**src/rtl/cseq_pkg.sv**
```systemverilog
package cseq_pkg;
  typedef enum logic [1:0] {
    ST_IDLE = 2'd0,
    ST_WAIT = 2'd1,
    ST_SAMP = 2'd2,
    ST_CONV = 2'd3
  } seq_st_e;

  typedef enum logic [1:0] {
    M_SINGLE     = 2'd0,
    M_SEQ        = 2'd1,
    M_REP_SINGLE = 2'd2,
    M_REP_SEQ    = 2'd3
  } seq_mode_e;
endpackage

```
**src/rtl/trig_edge.sv**
```systemverilog
module trig_edge (
  input  logic clk_i,
  input  logic rst_ni,
  input  logic trig_i,
  output logic rise_o
);
  logic trig_q;

  always_ff @(posedge clk_i or negedge rst_ni) begin
    if (!rst_ni) trig_q <= 1'b0;
    else         trig_q <= trig_i;
  end

  assign rise_o = trig_i & ~trig_q;
endmodule

```
**src/rtl/seq_fsm.sv**
```systemverilog
module seq_fsm
  import cseq_pkg::*;
#(
  parameter int NUM_SLOTS = 16,
  localparam int SLOT_W = $clog2(NUM_SLOTS)
) (
  input  logic                 clk_i,
  input  logic                 rst_ni,
  input  logic                 en_i,
  input  logic [1:0]           mode_i,
  input  logic [SLOT_W-1:0]    start_i,
  input  logic                 chain_i,
  input  logic                 rise_i,
  input  logic                 sample_done_i,
  input  logic                 conv_done_i,
  input  logic [NUM_SLOTS-1:0] eos_i,
  output logic [SLOT_W-1:0]    ptr_o,
  output logic                 busy_o,
  output logic                 wr_o
);
  seq_st_e           st_q, st_d, st_next_conv;
  seq_mode_e         mode_q;
  logic              chain_q;
  logic [SLOT_W-1:0] start_q, ptr_q, ptr_d, ptr_inc;
  logic              launch, last;

  assign launch       = (st_q == ST_IDLE) && en_i && rise_i;
  assign last         = eos_i[ptr_q];
  assign ptr_inc      = (ptr_q == SLOT_W'(NUM_SLOTS - 1)) ? '0 : ptr_q + 1'b1;
  assign st_next_conv = chain_q ? ST_SAMP : ST_WAIT;

  always_comb begin
    st_d  = st_q;
    ptr_d = ptr_q;
    unique case (st_q)
      ST_IDLE: if (launch) begin
        st_d  = ST_SAMP;
        ptr_d = start_i;
      end
      ST_WAIT: if (rise_i) st_d = ST_SAMP;
      ST_SAMP: if (sample_done_i) st_d = ST_CONV;
      ST_CONV: if (conv_done_i) begin
        unique case (mode_q)
          M_SINGLE: st_d = ST_IDLE;
          M_SEQ: begin
            if (last) st_d = ST_IDLE;
            else begin
              ptr_d = ptr_inc;
              st_d  = st_next_conv;
            end
          end
          M_REP_SINGLE: st_d = en_i ? st_next_conv : ST_IDLE;
          M_REP_SEQ: begin
            if (!last) begin
              ptr_d = ptr_inc;
              st_d  = st_next_conv;
            end else if (en_i) begin
              ptr_d = start_q;
              st_d  = st_next_conv;
            end else begin
              st_d = ST_IDLE;
            end
          end
          default: st_d = ST_IDLE;
        endcase
      end
      default: st_d = ST_IDLE;
    endcase
  end

  always_ff @(posedge clk_i or negedge rst_ni) begin
    if (!rst_ni) begin
      st_q    <= ST_IDLE;
      ptr_q   <= '0;
      mode_q  <= M_SINGLE;
      chain_q <= 1'b0;
      start_q <= '0;
    end else begin
      st_q  <= st_d;
      ptr_q <= ptr_d;
      if (launch) begin
        mode_q  <= seq_mode_e'(mode_i);
        chain_q <= chain_i;
        start_q <= start_i;
      end
    end
  end

  assign ptr_o  = ptr_q;
  assign busy_o = (st_q != ST_IDLE);
  assign wr_o   = (st_q == ST_CONV) && conv_done_i;

  // no start without enable
  p_start_needs_en_r7: assert property (@(posedge clk_i) disable iff (!rst_ni)
    (st_q == ST_IDLE && !en_i) |=> (st_q == ST_IDLE));

  // single mode ends after one conversion
  p_single_ends_r1: assert property (@(posedge clk_i) disable iff (!rst_ni)
    (wr_o && mode_q == M_SINGLE) |=> (st_q == ST_IDLE));

  // marked slot ends a one-pass sequence
  p_seq_end_r3: assert property (@(posedge clk_i) disable iff (!rst_ni)
    (wr_o && mode_q == M_SEQ && last) |=> (st_q == ST_IDLE));

  // unmarked slot advances the pointer with wrap
  p_wrap_r4: assert property (@(posedge clk_i) disable iff (!rst_ni)
    (wr_o && (mode_q == M_SEQ || mode_q == M_REP_SEQ) && !last)
      |=> (ptr_q == SLOT_W'($past(ptr_q) + 1'b1)));

  // chained runs go straight to sampling, unchained runs wait
  p_chain_r5: assert property (@(posedge clk_i) disable iff (!rst_ni)
    (wr_o && mode_q != M_SINGLE && en_i && !last && chain_q) |=> (st_q == ST_SAMP));
  p_unchained_r5: assert property (@(posedge clk_i) disable iff (!rst_ni)
    (wr_o && mode_q != M_SINGLE && en_i && !last && !chain_q) |=> (st_q == ST_WAIT));

  // repeat sequence returns to start slot
  p_rep_return_r11: assert property (@(posedge clk_i) disable iff (!rst_ni)
    (wr_o && mode_q == M_REP_SEQ && last && en_i) |=> (ptr_q == start_q));
endmodule

```
**src/rtl/result_store.sv**
```systemverilog
module result_store #(
  parameter int NUM_SLOTS = 16,
  parameter int RES_W     = 12,
  localparam int SLOT_W = $clog2(NUM_SLOTS)
) (
  input  logic                 clk_i,
  input  logic                 rst_ni,
  input  logic                 wr_i,
  input  logic [SLOT_W-1:0]    wr_addr_i,
  input  logic [RES_W-1:0]     wr_data_i,
  input  logic                 rd_en_i,
  input  logic [SLOT_W-1:0]    rd_addr_i,
  output logic [RES_W-1:0]     rd_data_o,
  output logic [NUM_SLOTS-1:0] flags_o,
  output logic                 ovf_o
);
  logic [RES_W-1:0]     mem_q [NUM_SLOTS];
  logic [NUM_SLOTS-1:0] flag_q;
  logic                 ovf_q;
  logic                 rd_hit;

  assign rd_hit = rd_en_i && (rd_addr_i == wr_addr_i);

  for (genvar k = 0; k < NUM_SLOTS; k++) begin : g_slot
    always_ff @(posedge clk_i or negedge rst_ni) begin
      if (!rst_ni) begin
        mem_q[k]  <= '0;
        flag_q[k] <= 1'b0;
      end else if (wr_i && wr_addr_i == SLOT_W'(k)) begin
        mem_q[k]  <= wr_data_i;
        flag_q[k] <= 1'b1;
      end else if (rd_en_i && rd_addr_i == SLOT_W'(k)) begin
        flag_q[k] <= 1'b0;
      end
    end
  end

  always_ff @(posedge clk_i or negedge rst_ni) begin
    if (!rst_ni) ovf_q <= 1'b0;
    else if (wr_i && flag_q[wr_addr_i] && !rd_hit) ovf_q <= 1'b1;
  end

  assign rd_data_o = mem_q[rd_addr_i];
  assign flags_o   = flag_q;
  assign ovf_o     = ovf_q;

  // write sets the slot flag
  p_flag_set_r8: assert property (@(posedge clk_i) disable iff (!rst_ni)
    wr_i |=> flag_q[$past(wr_addr_i)]);

  // overwrite of unread slot raises overflow, which then stays
  p_ovf_set_r9: assert property (@(posedge clk_i) disable iff (!rst_ni)
    (wr_i && flag_q[wr_addr_i] && !rd_hit) |=> ovf_o);
  p_ovf_sticky_r9: assert property (@(posedge clk_i) disable iff (!rst_ni)
    ovf_o |=> ovf_o);
endmodule

```
**src/rtl/conv_seq.sv**
```systemverilog
module conv_seq #(
  parameter int NUM_SLOTS = 16,
  parameter int RES_W     = 12,
  parameter int CH_W      = 4,
  localparam int SLOT_W = $clog2(NUM_SLOTS)
) (
  input  logic                      clk_i,
  input  logic                      rst_ni,
  input  logic                      en_i,
  input  logic [1:0]                mode_i,
  input  logic [SLOT_W-1:0]         start_slot_i,
  input  logic                      chain_i,
  input  logic                      trig_i,
  input  logic                      sample_done_i,
  input  logic                      conv_done_i,
  input  logic [RES_W-1:0]          result_i,
  input  logic [NUM_SLOTS-1:0]      slot_eos_i,
  input  logic [NUM_SLOTS*CH_W-1:0] slot_chan_i,
  input  logic                      rd_en_i,
  input  logic [SLOT_W-1:0]         rd_addr_i,
  output logic [RES_W-1:0]          rd_data_o,
  output logic [NUM_SLOTS-1:0]      done_flags_o,
  output logic                      ovf_o,
  output logic                      busy_o,
  output logic [SLOT_W-1:0]         slot_o,
  output logic [CH_W-1:0]           chan_o
);
  logic              rise, wr;
  logic [SLOT_W-1:0] ptr;
  logic [CH_W-1:0]   chan_arr [NUM_SLOTS];

  for (genvar k = 0; k < NUM_SLOTS; k++) begin : g_chan
    assign chan_arr[k] = slot_chan_i[k*CH_W +: CH_W];
  end

  trig_edge i_trig_edge (
    .clk_i  (clk_i),
    .rst_ni (rst_ni),
    .trig_i (trig_i),
    .rise_o (rise)
  );

  seq_fsm #(.NUM_SLOTS(NUM_SLOTS)) i_seq_fsm (
    .clk_i         (clk_i),
    .rst_ni        (rst_ni),
    .en_i          (en_i),
    .mode_i        (mode_i),
    .start_i       (start_slot_i),
    .chain_i       (chain_i),
    .rise_i        (rise),
    .sample_done_i (sample_done_i),
    .conv_done_i   (conv_done_i),
    .eos_i         (slot_eos_i),
    .ptr_o         (ptr),
    .busy_o        (busy_o),
    .wr_o          (wr)
  );

  result_store #(.NUM_SLOTS(NUM_SLOTS), .RES_W(RES_W)) i_result_store (
    .clk_i     (clk_i),
    .rst_ni    (rst_ni),
    .wr_i      (wr),
    .wr_addr_i (ptr),
    .wr_data_i (result_i),
    .rd_en_i   (rd_en_i),
    .rd_addr_i (rd_addr_i),
    .rd_data_o (rd_data_o),
    .flags_o   (done_flags_o),
    .ovf_o     (ovf_o)
  );

  assign slot_o = ptr;
  assign chan_o = chan_arr[ptr];

  // busy only after a launch, idle after reset
  p_busy_launch_r6: assert property (@(posedge clk_i) disable iff (!rst_ni)
    $rose(busy_o) |-> $past(en_i && trig_i));
endmodule

```
**config.mk**
```make
export PLATFORM = sky130hd
export DESIGN_NAME = conv_seq
export DESIGN_NICKNAME = d
export VERILOG_FILES = /design/src/rtl/cseq_pkg.sv /design/src/rtl/trig_edge.sv /design/src/rtl/seq_fsm.sv /design/src/rtl/result_store.sv /design/src/rtl/conv_seq.sv
export SDC_FILE = /design/constraint.sdc
export NUM_CORES = 1
export LEC_CHECK = 0
export BUFFER_PORTS_ARGS = -buffer_cell sky130_fd_sc_hd__buf_2
export CAP_MARGIN = 20
export CELL_PAD_IN_SITES_DETAIL_PLACEMENT = 0
export CELL_PAD_IN_SITES_GLOBAL_PLACEMENT = 1
export CORE_MARGIN = 2
export CORE_UTILIZATION = 30
export CTS_CLUSTER_DIAMETER = 100
export DETAILED_ROUTE_END_ITERATION = 8
export GPL_TIMING_DRIVEN = 0
export PLACE_DENSITY = 0.6
export SLEW_MARGIN = 20
export SYNTH_ARGS = -nofsm -noshare
export SYNTH_HDL_FRONTEND = slang
export SYNTH_SLANG_ARGS = --single-unit
```
**constraint.sdc**
```tcl
create_clock -name clk_i -period 3.5 [get_ports clk_i]
set_input_delay 0.7 -clock clk_i [delete_from_list [all_inputs] [get_ports clk_i]]
set_output_delay 0.7 -clock clk_i [all_outputs]
set_load 0.02 [all_outputs]
```
==> flow_metrics.py, run 1 <==
metrics = {
    "outcome": {
        "status": "complete, no violations",
    },
    "synthesis": {
        "synth.avg_cell_area_um2": 15.48,
        "synth_area_leaders": "dfrtp_1 51%, mux2_2 20%, mux4_2 18%, o21ai_0 1.1%, nand2_1 1.1%",
        "ys_seq_area_share_pct": 51.21,
        "yosysUniqueCellTypes": 46,
        "synth-edff-count": 0,
        "synth_ff_type": "dfrtp_1",
        "synth_nets": 818,
        "synthArstFlopShare_pct": 100.0,
        "synth_top_area_cell": "dfrtp_1",
        "synth_area_um2": 10900,
        "synth_cells": 704,
        "synth_top_area_share_pct": 51.21,
        "yosysWarnings": 0,
        "synth_seq_cells": 223,
    },
    "floorplanning": {
        "core-area_um2": 35660,
        "die_w_um": 194.6,
        "fp.dieH_um": 194.6,
        "fp.dieArea_um2": 37870,
        "start_util_pct": 30.56,
        "pin_count": 148,
        "num_rows": 69,
    },
    "sta": {
        "finalHoldViolations": 0,
        "finalCritPeriodShare_pct": 96.84,
        "rsz0062_at_grt": "no",
        "slew_headroom_pct": 37.01,
        "tightest_slew_ns": 0.9449,
        "fin_skew_ns": 0.01799,
        "setup_viol": 0,
        "drv_slew": 0,
        "period_minus_slack_ns": 3.389,
        "setup_slack_ns": 0.1107,
        "fmax_ghz": 0.2950,
    },
    "power": {
        "power_switching_uw": 3257,
        "p_int_uw": 7138,
        "irDropWorstVdd_uv": 377.6,
        "p_sw_share_pct": 31.33,
        "combPwrFrac_pct": 34.8,
        "leakagePower_uw": 0.006138,
        "p_seq_share_pct": 40.2,
        "clkPwrFrac_pct": 25.0,
        "powerDensity_nw_per_um2": 791.0,
        "total_power_uw": 10400,
    },
    "route": {
        "ant_nets": 0,
        "vias": 6821,
        "wl_met1_mm": 14.33,
        "met3_length_mm": 1.396,
        "top_layer": "met5",
        "vias_per_cell": 5.045,
        "drt-total-wl_mm": 30.53,
        "drtIter0Drc": 266,
        "dr.pass1.iters": 4,
        "wl_per_cell_um": 22.58,
        "route.met2.wl_mm": 14.24,
        "route.detailed.drc": 0,
    },
    "worst_setup_path": {
        "worstPathRequired_ns": 2.80,
        "crit_chain": "buf_4 -> buf_2 -> mux4_2 -> mux4_2 -> buf_2",
        "worstPathArrival_ns": 2.69,
        "critPathKind": "flip-flop to primary output",
        "startpoint": "i_seq_fsm.ptr_o[1]",
        "cp_top_family": "multiplexers",
        "slowest_delay_ns": 0.51,
        "crit_buf_inv": 3,
        "cp_max_fo": 10,
        "slowest_stage": "mux4_2",
        "crit_path_end_kind": "primary output",
        "r2r-start": "i_seq_fsm.ptr_o[1]",
        "cp-start-kind": "flip-flop",
    },
    "cts": {
        "clock_latency_ns": 0.52,
        "hold_buffers": 0,
        "cts_buffers": 26,
        "postCtsSetupRepairBufs": 0,
        "cts-root-buf": "clkbuf_16",
        "cts_tree": "built",
        "clock_path_buffers": 3,
        "cts_max_level": 1,
        "cts_sinks": 223,
        "clk_pin_slew_ns": 0.06,
    },
    "finish": {
        "final_common_cell": "dfrtp_1",
        "fin_util_pct": 36.86,
        "syn_to_final_growth_pct": 20.59,
        "n_antenna_cell": 0,
        "nFillCells": 3467,
        "final_area_um2": 13140,
        "mostFrequentLayoutCells": "223 x dfrtp_1, 189 x mux2_2, 152 x buf_2",
        "fin_nets": 992,
        "instances_no_fill": 1352,
        "drive_gt1_share_pct": 56.79,
    },
    "global_routing": {
        "grtUsageTotal_pct": 16.24,
        "grt_first_pass_wirelength_mm": 46.71,
        "grt_pass1_vias": 7232,
        "antenna_found_initial": 1,
        "grt_max_degree": 68,
        "grt-ovfl-total": 0,
    },
    "min_path": {
        "hold_class": "primary input to asynchronous set/reset pin",
    },
    "placed_design": {
        "place_inst": 1311,
        "pre_cts_slack_ns": -0.3396,
        "numPortBuffers": 143,
        "placed_area_um2": 12280,
        "hpwl_mm": 21.37,
        "gp_congestion": 0.8092,
    },
    "flow_run": {
        "cap_violations": 0,
    },
}
## metal layers
metal	global-route usage [%]	up-vias
li1	-	3018
met1	22.76	3598
met2	26.46	167
met3	2.933	36
met4	3.305	2
met5	0	-
## worst register-to-register path: stages (launching register included)
cell and delay (ns):
dfrtp_1 0.50, buf_4 0.28, buf_2 0.33, inv_1 0.14, ha_1 0.27, nand2_1 0.28
buf_2 0.40, mux2_2 0.39
## area by class of cell
cell class	count	area, um^2	share of cell area, %
Sequential cell	223	5580	42.46
Buffer	54	301.5	2.295
Tap cell	461	576.8	4.389
Clock inverter	2	13.76	0.1047
Clock buffer	39	800.8	6.093
Multi-Input combinational cell	421	5037	38.33
Inverter	6	22.52	0.1714
Timing Repair Buffer	146	808.3	6.151
## logic make-up (layout without fill, tap and decap cells)
logic type | count (synthesis) | count (layout) | synth area share (%)
buffers and inverters | 60 | 247 | 2.572
muxes | 287 | 287 | 38.63
DFF | 223 | 223 | 51.21
AOI/OAI and AO/OA | 50 | 50 | 3.180
xor gates and xnor gates | 4 | 4 | 0.3215
adders and majority gates | 4 | 4 | 0.4593
and+or+nand+nor | 76 | 76 | 3.628
## final timing paths
kind | end | slack, ns | cells after the start
max | chan_o[0] | 0.11 | 5
min | i_result_store.mem_q[116] | 0.04 | 1
min reg2reg | i_result_store.ovf_o | 0.49 | 1
max in group asynchronous | i_result_store.mem_q[162] | 2.48 | 3
min in group clk_i | i_trig_edge.trig_q | 0.29 | 1
max reg2reg | i_result_store.mem_q[44] | 0.78 | 7
## stage by stage
step	setup TNS [ns]	hold slack, ns
final	0	0.04185
after global routing	0	0.04532
after CTS	0	0.02534
after detailed placement	-2.697	0.4767
after global placement	-549.18	0.4531
after floorplan	0	0.4044
## Yosys cell counts (4+ instances only)
cell	count
dfrtp_1	223
mux2_2	189
mux4_2	86
nand2_1	31
clkbuf_1	25
o21ai_0	24
buf_2	14
nand2b_1	10
and2_1	8
buf_4	8
a21oi_1	7
mux2_1	7
nand3_1	7
buf_1	6
ha_1	4
mux2i_1	4
nor2_1	4
## registers in the layout, summed over array words and instances, names as in the netlist
| signal | flops |
|---|---|
| i_result_store.mem_q | 192 |
| i_seq_fsm.st_q | 2 |
| i_result_store.ovf_o | 1 |
| i_seq_fsm.chain_q | 1 |
| i_seq_fsm.start_q | 4 |
| i_seq_fsm.ptr_o | 4 |
| i_result_store.flags_o | 16 |
| i_trig_edge.trig_q | 1 |
| i_seq_fsm.mode_q | 2 |
## power by group through the flow
| stage | Combinational, uW | Clock (uW) | Sequential, uW |
|---|---|---|---|
| after floorplan | 2580 | 0 | 4150 |
| after global placement | 3590 | 0 | 4190 |
| after detailed placement | 3650 | 0 | 4230 |
| after CTS | 3680 | 2670 | 4180 |
| after global routing | 3900 | 2780 | 4310 |
| final | 3620 | 2600 | 4180 |
## timing repair
item | 4_1_cts | 5_1_grt
cloned | 0 | 0
resized for setup | 23 | 1
setup endpoints to repair | 16 | 4
Note: power is estimated with default switching activity, not from simulation.
==> run 2: changes to the inputs <==
--- a/config.mk
+++ b/config.mk
@@ -15,7 +15,7 @@
 export DETAILED_ROUTE_END_ITERATION = 8
 export GPL_TIMING_DRIVEN = 0
 export PLACE_DENSITY = 0.6
-export SLEW_MARGIN = 20
+export SLEW_MARGIN = 10
 export SYNTH_ARGS = -nofsm -noshare
 export SYNTH_HDL_FRONTEND = slang
 export SYNTH_SLANG_ARGS = --single-unit
==> constraint.sdc (replaced) <==
create_clock -name clk_i -period 3.5 [get_ports clk_i]
set_input_delay 0.7 -clock clk_i [delete_from_list [all_inputs] [get_ports clk_i]]
set_output_delay 0.7 -clock clk_i [all_outputs]
set_load 0.1 [all_outputs]
==> run 2 against run 1 <==
Against the previous run: non-clock buffer count decreased by 1; final cell count is 0.37% higher; total power is 14% higher; flip-flop and latch count stayed put; largest power group is now combinational logic; clock power is 5% higher; maximum frequency down 0.55%.
==> flow_metrics.py, run 2 (same netlist as run 1, synthesis figures left out) <==
metrics = {
    "sta": {
        "finalHoldViolations": 0,
        "fin_skew_ns": 0.007346,
        "tightest_slew_ns": 0.7905,
        "setup_viol": 0,
        "fmax_ghz": 0.2934,
        "drv_slew": 0,
        "rsz0062_at_grt": "no",
        "holdWs_ns": 0.09008,
        "finalCritPeriodShare_pct": 97.38,
        "period_minus_slack_ns": 3.408,
        "slew_headroom_pct": 47.30,
    },
    "global_routing": {
        "grt_use_met3_pct": 3.054,
        "antenna_found_initial": 1,
        "grt_first_pass_wirelength_mm": 46.91,
        "grt_max_degree": 108,
        "grtUsageTotal_pct": 16.32,
        "grt.met1_usage_pct": 22.74,
        "grt_pass1_vias": 7336,
        "grt-ovfl-total": 0,
        "grt-busiest-layer": "met2",
        "gr-usage-met2_pct": 26.39,
    },
    "route": {
        "vias_per_cell": 5.011,
        "dr.pass1.iters": 5,
        "route.detailed.drc": 0,
        "vias": 6800,
        "drt-total-wl_mm": 30.35,
        "ant_nets": 0,
        "wl_per_cell_um": 22.37,
        "drtIter0Drc": 335,
    },
    "placed_design": {
        "hpwl_mm": 21.27,
        "place_inst": 1310,
        "numPortBuffers": 143,
        "gp_congestion": 0.7677,
        "placed_area_um2": 12260,
    },
    "floorplanning": {
        "core-area_um2": 35660,
        "num_rows": 69,
        "fp.dieH_um": 194.6,
        "pin_count": 148,
        "die_w_um": 194.6,
        "fp.dieArea_um2": 37870,
        "start_util_pct": 30.56,
    },
    "outcome": {
        "status": "complete, no violations",
    },
    "worst_setup_path": {
        "startpoint": "i_seq_fsm.ptr_o[0]",
        "worstPathRequired_ns": 2.80,
        "worstPathArrival_ns": 2.71,
        "r2r-end": "i_result_store.mem_q[80]",
        "cp-start-kind": "flip-flop",
        "cp_max_fo": 10,
        "r2r_cells": 6,
        "crit_path_end_kind": "primary output",
        "critPathKind": "flip-flop to primary output",
        "r2r-start": "i_seq_fsm.ptr_o[3]",
        "r2r_setup_slack_ns": 0.94,
    },
    "cts": {
        "cts-root-buf": "clkbuf_16",
        "clock_latency_ns": 0.52,
        "postCtsSetupRepairBufs": 0,
        "cts_buffers": 26,
        "cts_tree": "built",
        "clk_pin_slew_ns": 0.06,
        "hold_buffers": 0,
        "cts_sinks": 223,
        "clock_path_buffers": 3,
        "cts_max_level": 1,
    },
    "finish": {
        "fin_nets": 991,
        "nFillCells": 3440,
        "syn_to_final_growth_pct": 21.01,
        "instances_no_fill": 1357,
        "mostFrequentLayoutCells": "221 x dfrtp_1, 189 x mux2_2, 151 x buf_2",
        "largest_register_ffs": 192,
        "final_area_um2": 13190,
        "fin_util_pct": 36.99,
        "n_antenna_cell": 0,
        "final_common_cell": "dfrtp_1",
        "drive_gt1_share_pct": 57.92,
        "regMostFlops": "i_result_store.mem_q",
    },
    "flow_run": {
        "cap_violations": 0,
    },
    "power": {
        "irDropWorstVdd_uv": 540.8,
        "leakagePower_uw": 0.006171,
        "powerDensity_nw_per_um2": 901.7,
    },
    "min_path": {
        "hold_class": "primary input to asynchronous set/reset pin",
    },
}
## run 2: cell types whose count changed in the layout (fill, tap and decap cells not counted), sizes merged
cell	previous run	this run
bufinv	0	1
clkbuf	65	61
clkinv	1	9
clkinvlp	0	1
inv	7	6
## run 2: worst max path at each step
| stage | to | cells past startpoint | slack (ns) |
|---|---|---|---|
| 2_1_floorplan | chan_o[0] | 4 | 0.02 |
| 3_3_place_gp | i_seq_fsm.ptr_o[0] | 1 | -2.94 |
| 3_5_place_dp | rd_data_o[6] | 5 | -0.53 |
| 4_1_cts | chan_o[3] | 5 | 0.02 |
| 5_1_grt | chan_o[1] | 5 | 0.009 |
| 6_report | chan_o[1] | 5 | 0.09 |
## run 2: power breakdown
group | internal [uW] | total, uW | switching (uW)
registers | 3620 | 4180 | 561
clock network | 1640 | 2720 | 1090
logic | 1960 | 4990 | 3020
## run 2: area by class of cell
| type | count | area [um^2] | share of cell area (%) |
|---|---|---|---|
| timing repair buffer | 145 | 780.7 | 5.920 |
| sequential | 223 | 5583 | 42.33 |
| clock inverter | 11 | 82.58 | 0.6262 |
| buffer | 54 | 315.3 | 2.391 |
| tap | 461 | 576.8 | 4.374 |
| inverter | 6 | 22.52 | 0.1708 |
| multi-input combinational | 421 | 5037 | 38.20 |
| clock buffer | 36 | 789.5 | 5.987 |
## run 2: timing repair
item | CTS | global route
endpoints found under the setup margin | 16 | 6
gates resized for setup | 29 | 5
pin swaps | 0 | 0
## run 2: per-stage QoR
stage / TNS (ns) / power [uW] / setup slack [ns]
2_1_floorplan: 0 / 8106 / 0.02345
3_3_place_gp: -558.31 / 9157 / -2.940
3_5_place_dp: -5.724 / 9237 / -0.5277
4_1_cts: 0 / 12020 / 0.02103
5_1_grt: 0 / 12500 / 0.008995
6_report: 0 / 11890 / 0.09181
## run 2: worst max-delay path, cell delays in order (launching register included)
cell	delay, ns
dfrtp_2	0.39
buf_6	0.19
buf_4	0.26
mux4_2	0.54
mux4_2	0.49
buf_2	0.31
## run 2: per-layer routing
metal | up-vias | routed length [um]
met5 | - | 14
met3 | 46 | 1733
met4 | 2 | 724
met1 | 3541 | 13740
li1 | 3016 | -
met2 | 195 | 14140
==> run 3: changes to the inputs <==
--- a/config.mk
+++ b/config.mk
@@ -10,12 +10,11 @@
 export CELL_PAD_IN_SITES_DETAIL_PLACEMENT = 0
 export CELL_PAD_IN_SITES_GLOBAL_PLACEMENT = 1
 export CORE_MARGIN = 2
-export CORE_UTILIZATION = 30
+export CORE_UTILIZATION = 36
 export CTS_CLUSTER_DIAMETER = 100
 export DETAILED_ROUTE_END_ITERATION = 8
 export GPL_TIMING_DRIVEN = 0
-export PLACE_DENSITY = 0.6
-export SLEW_MARGIN = 10
+export PLACE_DENSITY = 0.69
 export SYNTH_ARGS = -nofsm -noshare
 export SYNTH_HDL_FRONTEND = slang
 export SYNTH_SLANG_ARGS = --single-unit
==> run 3 against run 2 <==
Against the previous run: final cell count shrank 5.7%; sequential power about the same; maximum frequency shrank 1.2%; clock skew is 0.0027 ns higher; via count is 0.40% higher; flip-flop and latch count unchanged; worst hold slack gained 0.14 ns; sequential share of layout area is 0.51 points higher; routed wire length shrank 6.3%; combinational power fell by 0.8%; register-to-register slack got worse by 0.03 ns; critical path type is now primary input to primary output.
==> flow_metrics.py, run 3 (same netlist as run 1, synthesis figures left out) <==
metrics = {
    "outcome": {
        "status": "complete, no violations",
    },
    "placed_design": {
        "numPortBuffers": 143,
        "place_inst": 1238,
        "hpwl_mm": 19.68,
        "gp_congestion": 0.7610,
        "pre_cts_slack_ns": -0.4354,
    },
    "finish": {
        "fin_nets": 989,
        "instances_no_fill": 1279,
        "drive_gt1_share_pct": 57.03,
        "largest_register_ffs": 192,
        "nFillCells": 2751,
        "n_antenna_cell": 0,
        "final_common_cell": "dfrtp_1",
        "regArea_um2": 5582,
        "multiInputGateArea_um2": 5037,
        "mostFrequentLayoutCells": "222 x dfrtp_1, 189 x mux2_2, 150 x buf_2",
        "syn_to_final_growth_pct": 19.55,
        "regMostFlops": "i_result_store.mem_q",
    },
    "worst_setup_path": {
        "cp-start-kind": "primary input",
        "cp_max_fo": 10,
        "cp_top_family": "buffers and inverters",
        "worstPathRequired_ns": 2.80,
        "crit_path_end_kind": "primary output",
        "worstPathArrival_ns": 2.75,
        "slowest_stage": "clkbuf_1",
        "slowest_delay_ns": 0.78,
        "crit_chain": "buf_1 -> clkbuf_1 -> mux4_2 -> buf_2",
        "critPathKind": "primary input to primary output",
        "crit_buf_inv": 3,
    },
    "route": {
        "ant_nets": 0,
        "drtIter0Drc": 434,
        "dr.pass1.iters": 5,
        "route.detailed.drc": 0,
        "vias": 6827,
        "wl_per_cell_um": 22.24,
        "vias_per_cell": 5.338,
        "drt-total-wl_mm": 28.44,
    },
    "power": {
        "irDropWorstVdd_uv": 627.8,
        "p_seq_share_pct": 35.3,
        "clkPwrFrac_pct": 22.6,
        "power_switching_uw": 4554,
        "p_int_uw": 7230,
        "p_sw_share_pct": 38.64,
        "leakagePower_uw": 0.006122,
        "powerDensity_nw_per_um2": 904.5,
        "total_power_uw": 11780,
        "combPwrFrac_pct": 42.0,
    },
    "cts": {
        "cts-root-buf": "clkbuf_16",
        "cts_max_level": 1,
        "clock_path_buffers": 3,
        "cts_sinks": 223,
        "clock_latency_ns": 0.51,
        "cts_buffers": 25,
        "postCtsSetupRepairBufs": 0,
        "clk_pin_slew_ns": 0.06,
        "cts_tree": "built",
        "hold_buffers": 0,
    },
    "floorplanning": {
        "pin_count": 148,
        "fp.dieArea_um2": 31680,
        "num_rows": 63,
        "start_util_pct": 36.67,
        "fp.dieH_um": 178.0,
        "die_w_um": 178.0,
        "core-area_um2": 29720,
    },
    "sta": {
        "drv_slew": 0,
        "fmax_ghz": 0.2898,
        "setup_slack_ns": 0.04944,
        "tightest_slew_ns": 0.9601,
        "period_minus_slack_ns": 3.451,
        "slew_headroom_pct": 35.99,
        "finalCritPeriodShare_pct": 98.59,
        "setup_tns_ns": 0,
        "fin_skew_ns": 0.01004,
        "rsz0062_at_grt": "no",
        "holdWs_ns": 0.2286,
        "finalHoldViolations": 0,
        "setup_viol": 0,
    },
    "flow_run": {
        "cap_violations": 0,
    },
    "global_routing": {
        "antenna_found_initial": 1,
        "grt_pass1_vias": 7083,
        "grt_first_pass_wirelength_mm": 43.02,
        "grtUsageTotal_pct": 18.16,
        "grt-ovfl-total": 0,
        "grt_max_degree": 120,
    },
    "min_path": {
        "hold_class": "primary input to asynchronous set/reset pin",
    },
}
[run 3: path summary, 6_finish.rpt]
path / cells past startpoint / slack, ns / to / startpoint
worst max-delay path: 4 / 0.05 / rd_data_o[1] / rd_addr_i[3]
worst min-delay path: 1 / 0.23 / i_result_store.mem_q[117] / rst_ni
worst max register to register: 6 / 0.91 / i_result_store.mem_q[69] / i_seq_fsm.ptr_o[3]
worst min register to register: 2 / 0.49 / i_seq_fsm.start_q[0] / i_seq_fsm.start_q[0]
max in group asynchronous: 2 / 2.20 / i_result_store.mem_q[62] / rst_ni
min in group clk_i: 1 / 0.31 / i_trig_edge.trig_q / trig_i
[run 3: what timing repair did]
action / CTS / global route
pin swaps: 0 / 0
endpoints found under the setup margin: 16 / 9
resized for setup: 24 / 6
[run 3: final cells by class]
type | instances | area share (%)
Clock inverter | 7 | 0.8643
Buffer | 54 | 2.391
Sequential cell | 223 | 42.84
Tap cell | 390 | 3.745
Inverter | 6 | 0.1729
Multi-Input combinational cell | 421 | 38.66
Clock buffer | 34 | 5.522
Timing Repair Buffer | 144 | 5.800
[run 3: metal layers]
| layer | share of wire [%] | GRT usage, % | routed length (um) |
|---|---|---|---|
| met2 | 48 | 30.85 | 13740 |
| met4 | 2.4 | 4.440 | 671 |
| met3 | 5.2 | 2.920 | 1485 |
| met1 | 44 | 24.38 | 12530 |
| met5 | 0.046 | 0 | 13 |
[run 3: through the flow]
| stage | util, % | area (um^2) |
|---|---|---|
| after floorplan | - | 10900 |
| after global placement | 40.73 | 12100 |
| after detailed placement | 40.85 | 12140 |
| after CTS | 43.82 | 13020 |
| after global routing | 43.84 | 13030 |
| final | 43.84 | 13030 |
[run 3: worst reg2reg max path: cells and delay by family (launching register included)]
| family | cells | cell delay, ns |
|---|---|---|
| and+or+nand+nor | 2 | 0.72 |
| DFF | 1 | 0.34 |
| buffers and inverters | 3 | 1.05 |
| muxes | 1 | 0.37 |
[run 3: power by group through the flow]
stage,Clock [uW],Sequential [uW],Combinational (uW)
after floorplan,0,4790,3310
after detailed placement,0,4210,4970
after global placement,0,4170,4920
final,2670,4170,4950
after global routing,2840,4300,5240
after CTS,2720,4170,5000
